`src/rtl/pair_window_sum.sv`:
```
module pair_window_sum #(
  parameter int EW = 8,
  parameter int IW = 8,
  localparam int SW = EW + 2
) (
  input  logic          clk,
  input  logic          rst_n,
  input  logic          start,
  input  logic [IW-1:0] run_len,
  output logic          busy,
  output logic          rd_pair,
  output logic [IW-1:0] rd_idx0,
  output logic [IW-1:0] rd_idx1,
  input  logic [EW-1:0] rd_d0,
  input  logic [EW-1:0] rd_d1,
  output logic          out_valid,
  output logic [SW-1:0] out_sum
);

  logic          running, phase;
  logic [IW-1:0] base, left;
  logic [EW-1:0] s1_a, s1_b;
  logic          s1_p, s2_p, s3_p;
  logic [SW-1:0] s2_sum, s3_sum;

  assign busy    = running;
  assign rd_pair = running & ~phase;
  assign rd_idx0 = phase ? base + IW'(2) : base;
  assign rd_idx1 = base + IW'(1);

  always_ff @(posedge clk or negedge rst_n) begin
    if (!rst_n) begin
      running <= 1'b0;
      phase   <= 1'b0;
      base    <= '0;
      left    <= '0;
    end else if (!running) begin
      if (start && run_len != '0) begin
        running <= 1'b1;
        phase   <= 1'b0;
        base    <= '0;
        left    <= run_len;
      end
    end else if (!phase) begin
      phase <= 1'b1;
    end else begin
      phase <= 1'b0;
      base  <= base + IW'(1);
      left  <= left - IW'(1);
      if (left == IW'(1)) running <= 1'b0;
    end
  end

  always_ff @(posedge clk or negedge rst_n) begin
    if (!rst_n) begin
      s1_a      <= '0;
      s1_b      <= '0;
      s1_p      <= 1'b0;
      s2_sum    <= '0;
      s2_p      <= 1'b0;
      s3_sum    <= '0;
      s3_p      <= 1'b0;
      out_valid <= 1'b0;
      out_sum   <= '0;
    end else begin
      s1_a      <= rd_d0;
      s1_b      <= rd_pair ? rd_d1 : '0;
      s1_p      <= rd_pair;
      s2_sum    <= SW'(s1_a) + SW'(s1_b);
      s2_p      <= s1_p;
      s3_sum    <= s2_sum;
      s3_p      <= s2_p;
      out_valid <= s3_p;
      if (s3_p) out_sum <= s3_sum + s2_sum;
    end
  end

  AST_IDLE_NO_FETCH: assert property (@(posedge clk) disable iff (!rst_n)
    !busy |-> !rd_pair);
  AST_PAIR_THEN_SINGLE: assert property (@(posedge clk) disable iff (!rst_n)
    rd_pair |=> busy && !rd_pair);
  AST_SINGLE_SAME_BASE: assert property (@(posedge clk) disable iff (!rst_n)
    rd_pair |=> rd_idx0 == $past(rd_idx0) + IW'(2));
  AST_VALID_SPACING: assert property (@(posedge clk) disable iff (!rst_n)
    out_valid |=> !out_valid);
  AST_SUM_HOLD: assert property (@(posedge clk) disable iff (!rst_n)
    !out_valid |-> $stable(out_sum));

endmodule

```
`config.mk`:
```
export PLATFORM = sky130hd
export DESIGN_NAME = pair_window_sum
export DESIGN_NICKNAME = d
export VERILOG_FILES = /design/src/rtl/pair_window_sum.sv
export SDC_FILE = /design/constraint.sdc
export NUM_CORES = 1
export LEC_CHECK = 0
export BUFFER_PORTS_ARGS = -buffer_cell sky130_fd_sc_hd__buf_2
export CORE_MARGIN = 2
export CORE_UTILIZATION = 60
export DETAILED_ROUTE_END_ITERATION = 6
export HOLD_SLACK_MARGIN = 0.15
export PLACE_DENSITY = 0.9
export SKIP_CTS_REPAIR_TIMING = 1
export SLEW_MARGIN = 20
export SYNTH_ARGS = -nofsm -noshare
export SYNTH_HDL_FRONTEND = slang
export SYNTH_SLANG_ARGS = --single-unit
```
`constraint.sdc`:
```
create_clock -name clk -period 5.98 [get_ports clk]
set_input_delay 1.196 -clock clk [delete_from_list [all_inputs] [get_ports clk]]
set_output_delay 1.196 -clock clk [all_outputs]
set_load 0.02 [all_outputs]
```
==> reports/qor.yml, run 1 <==
drive_gt1_share_pct: 21.5
rr_endpoint: "s2_sum[8]"
setup_viol: 0
initial_utilization_pct: 63.0
drtIter0Drc: 155
p_per_area_nw_per_um2: 575
synth-simple-area-share_pct: 13.8
wl_um: 6740
dr_wl_met2_um: 3330
top_layer_used: "met4"
clockBufferDepth: 2
synth_fa_ha_area_share_pct: 9.23
r2r-start: "s1_a[0]"
rrSetupSlack_ns: 3.92
cp.arrival_ns: 1.91
synth_xor_area_share_pct: 5.34
holdPathEnd: "s2_p"
grt_max_degree: 67
synth.yosys.seq_area_share_pct: 50.3
area_delta_synth_final_pct: 16.5
route.layer.met1.wl_um: 2760
fill_cells: 362
syn_inst: 309
die_w_um: 77.9
setup.worst_path.end_class: "output port"
yosys-top-cells-count: "66 x dfrtp_1, 28 x nand2_1, 21 x ha_1, 21 x nor2_1, 16 x inv_1"
post-dp-hpwl_um: 4620
maxSlewViolCount: 0
hold_depth: 0
worstHoldStart: "s1_p"
setup_ws_ns: 2.87
synth_top_family_by_area: "compound AO/OA/AOI/OAI gates"
r2r_cells: 6
first_pass_iters: 6
core_um2: 5200
grt_pass1_vias: 2399
netlist.area_leader.share_pct: 50.3
ios: 56
fmax_ghz: 0.322
synth_cell_types: 52
synthMuxAreaShare_pct: 2.10
place.gp.congestion: 0.883
synthArstFlopShare_pct: 100
syn_nets: 359
hold_class: "flip-flop to flip-flop"
clock_sinks: 66
grt_overflow_total: 0
tns_ns: 0
ys_seq_elements: 66
outcome: "complete, no violations"
rows: 26
drc: 0
crit_required_ns: 4.78
num_antenna_cells: 0
worst-slew-pin-transition_ns: 0.874
fin_util_pct: 73.4
synth_edf_count: 0
relSlewSlack_pct: 41.2
cap_viol_max_count: 0
synth.area.top_cells: "dfrtp_1 50%, ha_1 8.0%, nand2_1 3.2%"
preCtsSetupSlack_ns: 2.89
synth_compound_area_share_pct: 15.6
clkLatencyLatePin_ns: 0.35
leakage_nw: 1.85
wl_met3_um: 477
yosysMostFrequentCell: "dfrtp_1"
synthFlopType: "dfrtp_1"
syn_area_per_cell_um2: 10.6
via_per_inst: 5.84
die_y_um: 77.9
critPathKind: "flip-flop to output port"
track_usage_pct: 24.3
hold_viol: 0
root_buffer: "clkbuf_8"
post-synth-top-area-cell: "dfrtp_1"
cts_tree: "yes"
ys_warn_count: 0
antenna_left: 0
cts.clk_slew.worst_paths_ns: 0.08
cp-start-kind: "flip-flop"
antenna_found_initial: 0
syn_area_um2: 3280
final.period_utilization_pct: 52.0
port_buffers: 55
finish.net_count: 412
rsz0062_at_grt: "false"
cts_buffers: 9
vdd_drop_max_mv: 0.393
skew_ns: 0.00720
ctsHtreeMaxLevel: 3
path_max_fanout: 21
fin_crit_ns: 3.11
grt_pass1_wl_um: 11400
wl_per_cell_um: 15.4
vias: 2550
dieArea_um2: 6080
-- sequential cells by signal, indices dropped and copies added (netlist names) --
register	flops
s3_p	1
s1_p	1
s1_a	8
s2_sum	9
base	8
busy	1
out_valid	1
left	8
s1_b	8
phase	1
out_sum	10
s3_sum	9
s2_p	1
-- cell usage in the layout (no fill, tap or decap), types with 11 or more instances in the layout --
cell / count
o21ai_0: 13
a21oi_1: 12
dfrtp_1: 66
ha_1: 21
nor2_1: 21
nand3_1: 11
buf_2: 55
inv_1: 16
nand2_1: 28
-- stage by stage --
| step | total power, mW | instance area (um^2) | cells | hold slack, ns |
|---|---|---|---|---|
| finish | 2.20 | 3820 | 437 | 0.355 |
| global route | 2.34 | 3820 | 437 | 0.364 |
| CTS | 2.19 | 3820 | 437 | 0.353 |
| detailed placement | 1.76 | 3590 | 421 | 0.336 |
| global placement | 1.70 | 3590 | 421 | 0.334 |
| floorplan | 1.50 | 3280 | 309 | 0.331 |
-- worst max-delay path, cell delays in order, from the launching register on --
cell and delay [ns]:
dfrtp_1 0.80, nand4_1 0.26, nor2_1 0.17, xor2_1 0.16, buf_2 0.18
-- logic make-up (layout without fill, tap and decap cells) --
family	Yosys count	after routing
flip-flops	66	66
buffers and inverters	30	88
multiplexers	6	6
AO/OA/AOI/OAI	72	72
AND/OR/NAND/NOR	92	92
adder cells (fa/ha/maj)	23	23
XOR/XNOR	20	20
-- where the power goes --
part	switching [mW]	internal (mW)	leakage, nW
logic	0.576	0.412	0.941
clock network	0.179	0.247	0.112
registers	0.162	0.619	0.801
-- cell type report --
cell class	count	area [um^2]	share of cell area, %
Tap cell	70	87.6	2.29
Clock buffer	10	138	3.60
Inverter	16	60.1	1.57
Timing Repair Buffer	56	283	7.40
Clock inverter	6	90.1	2.36
Sequential cell	66	1650	43.2
Multi-Input combinational cell	213	1510	39.6
-- worst max-delay path by stage --
stage	startpoint	endpoint	slack, ns	cells after the start
after global routing	busy	rd_pair	2.72	3
after CTS	phase	rd_idx0[6]	2.89	4
final	phase	rd_idx0[6]	2.87	4
after floorplan	phase	rd_idx0[7]	3.30	5
after global placement	run_len[6]	left[7]	2.97	5
after detailed placement	run_len[6]	left[5]	2.89	5
-- layer usage --
layer,up-vias,GRT usage (%)
li1,1214,-
met1,1213,32.3
met2,104,38.0
met3,19,4.07
met4,0,13.5
met5,-,0
(Power assumes the default switching activity.)
==> run 2: changes to the inputs <==
Settings changed: CORE_UTILIZATION 60 to 56, PLACE_DENSITY 0.9 to 0.86.
Clock period 5.98 ns to 3.13 ns, I/O delays scaled along.
==> run 2 against run 1 <==
Compared with the run above: non-clock buffer count rose by 2; routed wire length fell by 2.0%; worst hold slack got worse by 0.080 ns.
==> reports/qor.yml, run 2 (synthesis gave the netlist of run 1 again) <==
r2r_cells: 6  # unchanged
cts_tree: "yes"  # unchanged
vias: 2553  # was 2550
critPathKind: "flip-flop to output port"  # unchanged
setup.worst_path.end_class: "output port"  # unchanged
top_register: "out_sum"  # unchanged
r2r-start: "s1_a[0]"  # unchanged
skew_ns: 0.00660  # was 0.00720 ns
crit_required_ns: 2.50  # was 4.78 ns
setup_viol: 0  # unchanged
maxSlewViolCount: 0  # unchanged
core_um2: 5570  # was 5200 um^2
drtIter0Drc: 187  # was 155
rr_endpoint: "s2_sum[8]"  # unchanged
path_max_fanout: 8  # was 21
rows: 27  # was 26
outcome: "complete, no violations"  # unchanged
swShare_pct: 42.6  # was 41.8%
grt_max_degree: 29  # was 67
cap_viol_max_count: 0  # unchanged
top_regs: "out_sum x10, s2_sum x9, s3_sum x9"  # unchanged
port_buffers: 55  # unchanged
finish.net_count: 414  # was 412
cts.clk_slew.worst_paths_ns: 0.07  # was 0.08 ns
dp_cells: 425  # was 421
preCtsSetupSlack_ns: 0.681  # was 2.89 ns
first_pass_iters: 4  # was 6
grt_overflow_total: 0  # unchanged
clkLatencyLatePin_ns: 0.34  # was 0.35 ns
cp.arrival_ns: 1.98  # was 1.91 ns
num_antenna_cells: 0  # unchanged
root_buffer: "clkbuf_8"  # unchanged
via_per_inst: 5.80  # was 5.84
cp_num_buf_inv: 1  # unchanged
ctsHtreeMaxLevel: 3  # unchanged
fin_cells: 440  # was 437
rrSetupSlack_ns: 1.11  # was 3.92 ns
leakage_nw: 1.84  # was 1.85 nW
rsz0062_at_grt: "false"  # unchanged
final_cell_mix: "66 x dfrtp_1, 55 x buf_2, 28 x nand2_1, 21 x nor2_1, 21 x ha_1"  # unchanged
dieArea_um2: 6490  # was 6080 um^2
internal_power_mw: 2.30  # was 1.28 mW
clock_sinks: 66  # unchanged
ios: 56  # unchanged
antenna_found_initial: 0  # unchanged
largest_reg_flops: 10  # unchanged
place.gp.congestion: 0.873  # was 0.883
clockBufferDepth: 2  # unchanged
area_delta_synth_final_pct: 15.3  # was 16.5%
power_mw: 4.00  # was 2.20 mW
wl_um: 6600  # was 6740 um
fin_crit_ns: 2.61
slowest_stage: "dfrtp_1"  # unchanged
vdd_drop_max_mv: 0.691  # was 0.393 mV
fin_util_pct: 67.9  # was 73.4%
setup_ws_ns: 0.524  # was 2.87 ns
post-dp-hpwl_um: 4580  # was 4620 um
p_comb_share_pct: 47.2  # was 45.0%
cp-start-kind: "flip-flop"  # unchanged
relSlewSlack_pct: 52.7  # was 41.2%
path_delay_family: "flip-flops"  # unchanged
grt_pass1_wl_um: 11000  # was 11400 um
final_common_cell: "dfrtp_1"  # unchanged
track_usage_pct: 22.6  # was 24.3%
p_sw_mw: 1.71  # was 918 uW
p_per_area_nw_per_um2: 1060  # was 575 nW/um^2
path_depth: 5  # was 4
antenna_left: 0  # unchanged
slowest_delay_ns: 0.50  # was 0.80 ns
initial_utilization_pct: 58.9  # was 63.0%
die_y_um: 80.5  # was 77.9 um
drive_gt1_share_pct: 21.2  # was 21.5%
hold_class: "primary input to async pin"  # was flip-flop to flip-flop
seq_power_share_pct: 37.1  # was 35.6%
fmax_ghz: 0.384
grt_pass1_vias: 2422  # was 2399
crit_path_cell_trace: "ha_1, nand3_1, nor2_1, xor2_1, buf_2"  # was nand4_1, nor2_1, xor2_1, buf_2
tns_ns: 0  # unchanged
final.period_utilization_pct: 83.3
die_w_um: 80.5  # was 77.9 um
hold_viol: 0  # unchanged
fill_cells: 428  # was 362
worst-slew-pin-transition_ns: 0.703  # was 0.874 ns
drc: 0  # unchanged
cts_buffers: 9  # unchanged
wl_per_cell_um: 15.0  # was 15.4 um
clockPowerShare_pct: 15.7  # was 19.4%
## run 2: worst max-delay path by stage
stage                           from    endpoint  slack (ns)
final                        base[0]  rd_idx1[6]        0.52
after CTS                    base[0]  rd_idx1[6]        0.53
after detailed placement  run_len[5]     left[6]        0.68
after global routing         base[0]  rd_idx1[6]        0.42
after global placement    run_len[2]     left[6]        0.73
after floorplan                phase  rd_idx0[7]        1.02
## run 2: routing by layer
metal / share of wire [%] / vias up / GRT usage [%]
met2: 50 / 98 / 34.6
met3: 5.8 / 19 / 6.63
li1: - / 1215 / -
met5: 0 / - / 0
met1: 42 / 1221 / 28.5
met4: 2.5 / 0 / 12.9
## run 2: per-stage QoR
step	area, um^2	hold slack (ns)
CTS	3780	0.292
global placement	3610	0.333
detailed placement	3610	0.340
floorplan	3280	0.330
global route	3780	0.325
finish	3780	0.275
## run 2: power by group through the flow
stage	sequential, mW	combinational [mW]	clock [mW]
after floorplan	1.45	1.40	0
after global placement	1.47	1.77	0
after detailed placement	1.49	1.86	0
after CTS	1.48	1.89	0.639
after global routing	1.53	2.10	0.676
final	1.49	1.89	0.627
## run 2: cell type report
cell class              instances  area [um^2]  area share, %
flip-flops and latches         66         1650           43.7
well taps                      72         90.1           2.38
clock buffers                  13          159           4.20
inverters                      16         60.1           1.59
clock inverters                 2         12.5          0.331
multi-input cells             213         1510           40.0
repair buffers                 58          298           7.87
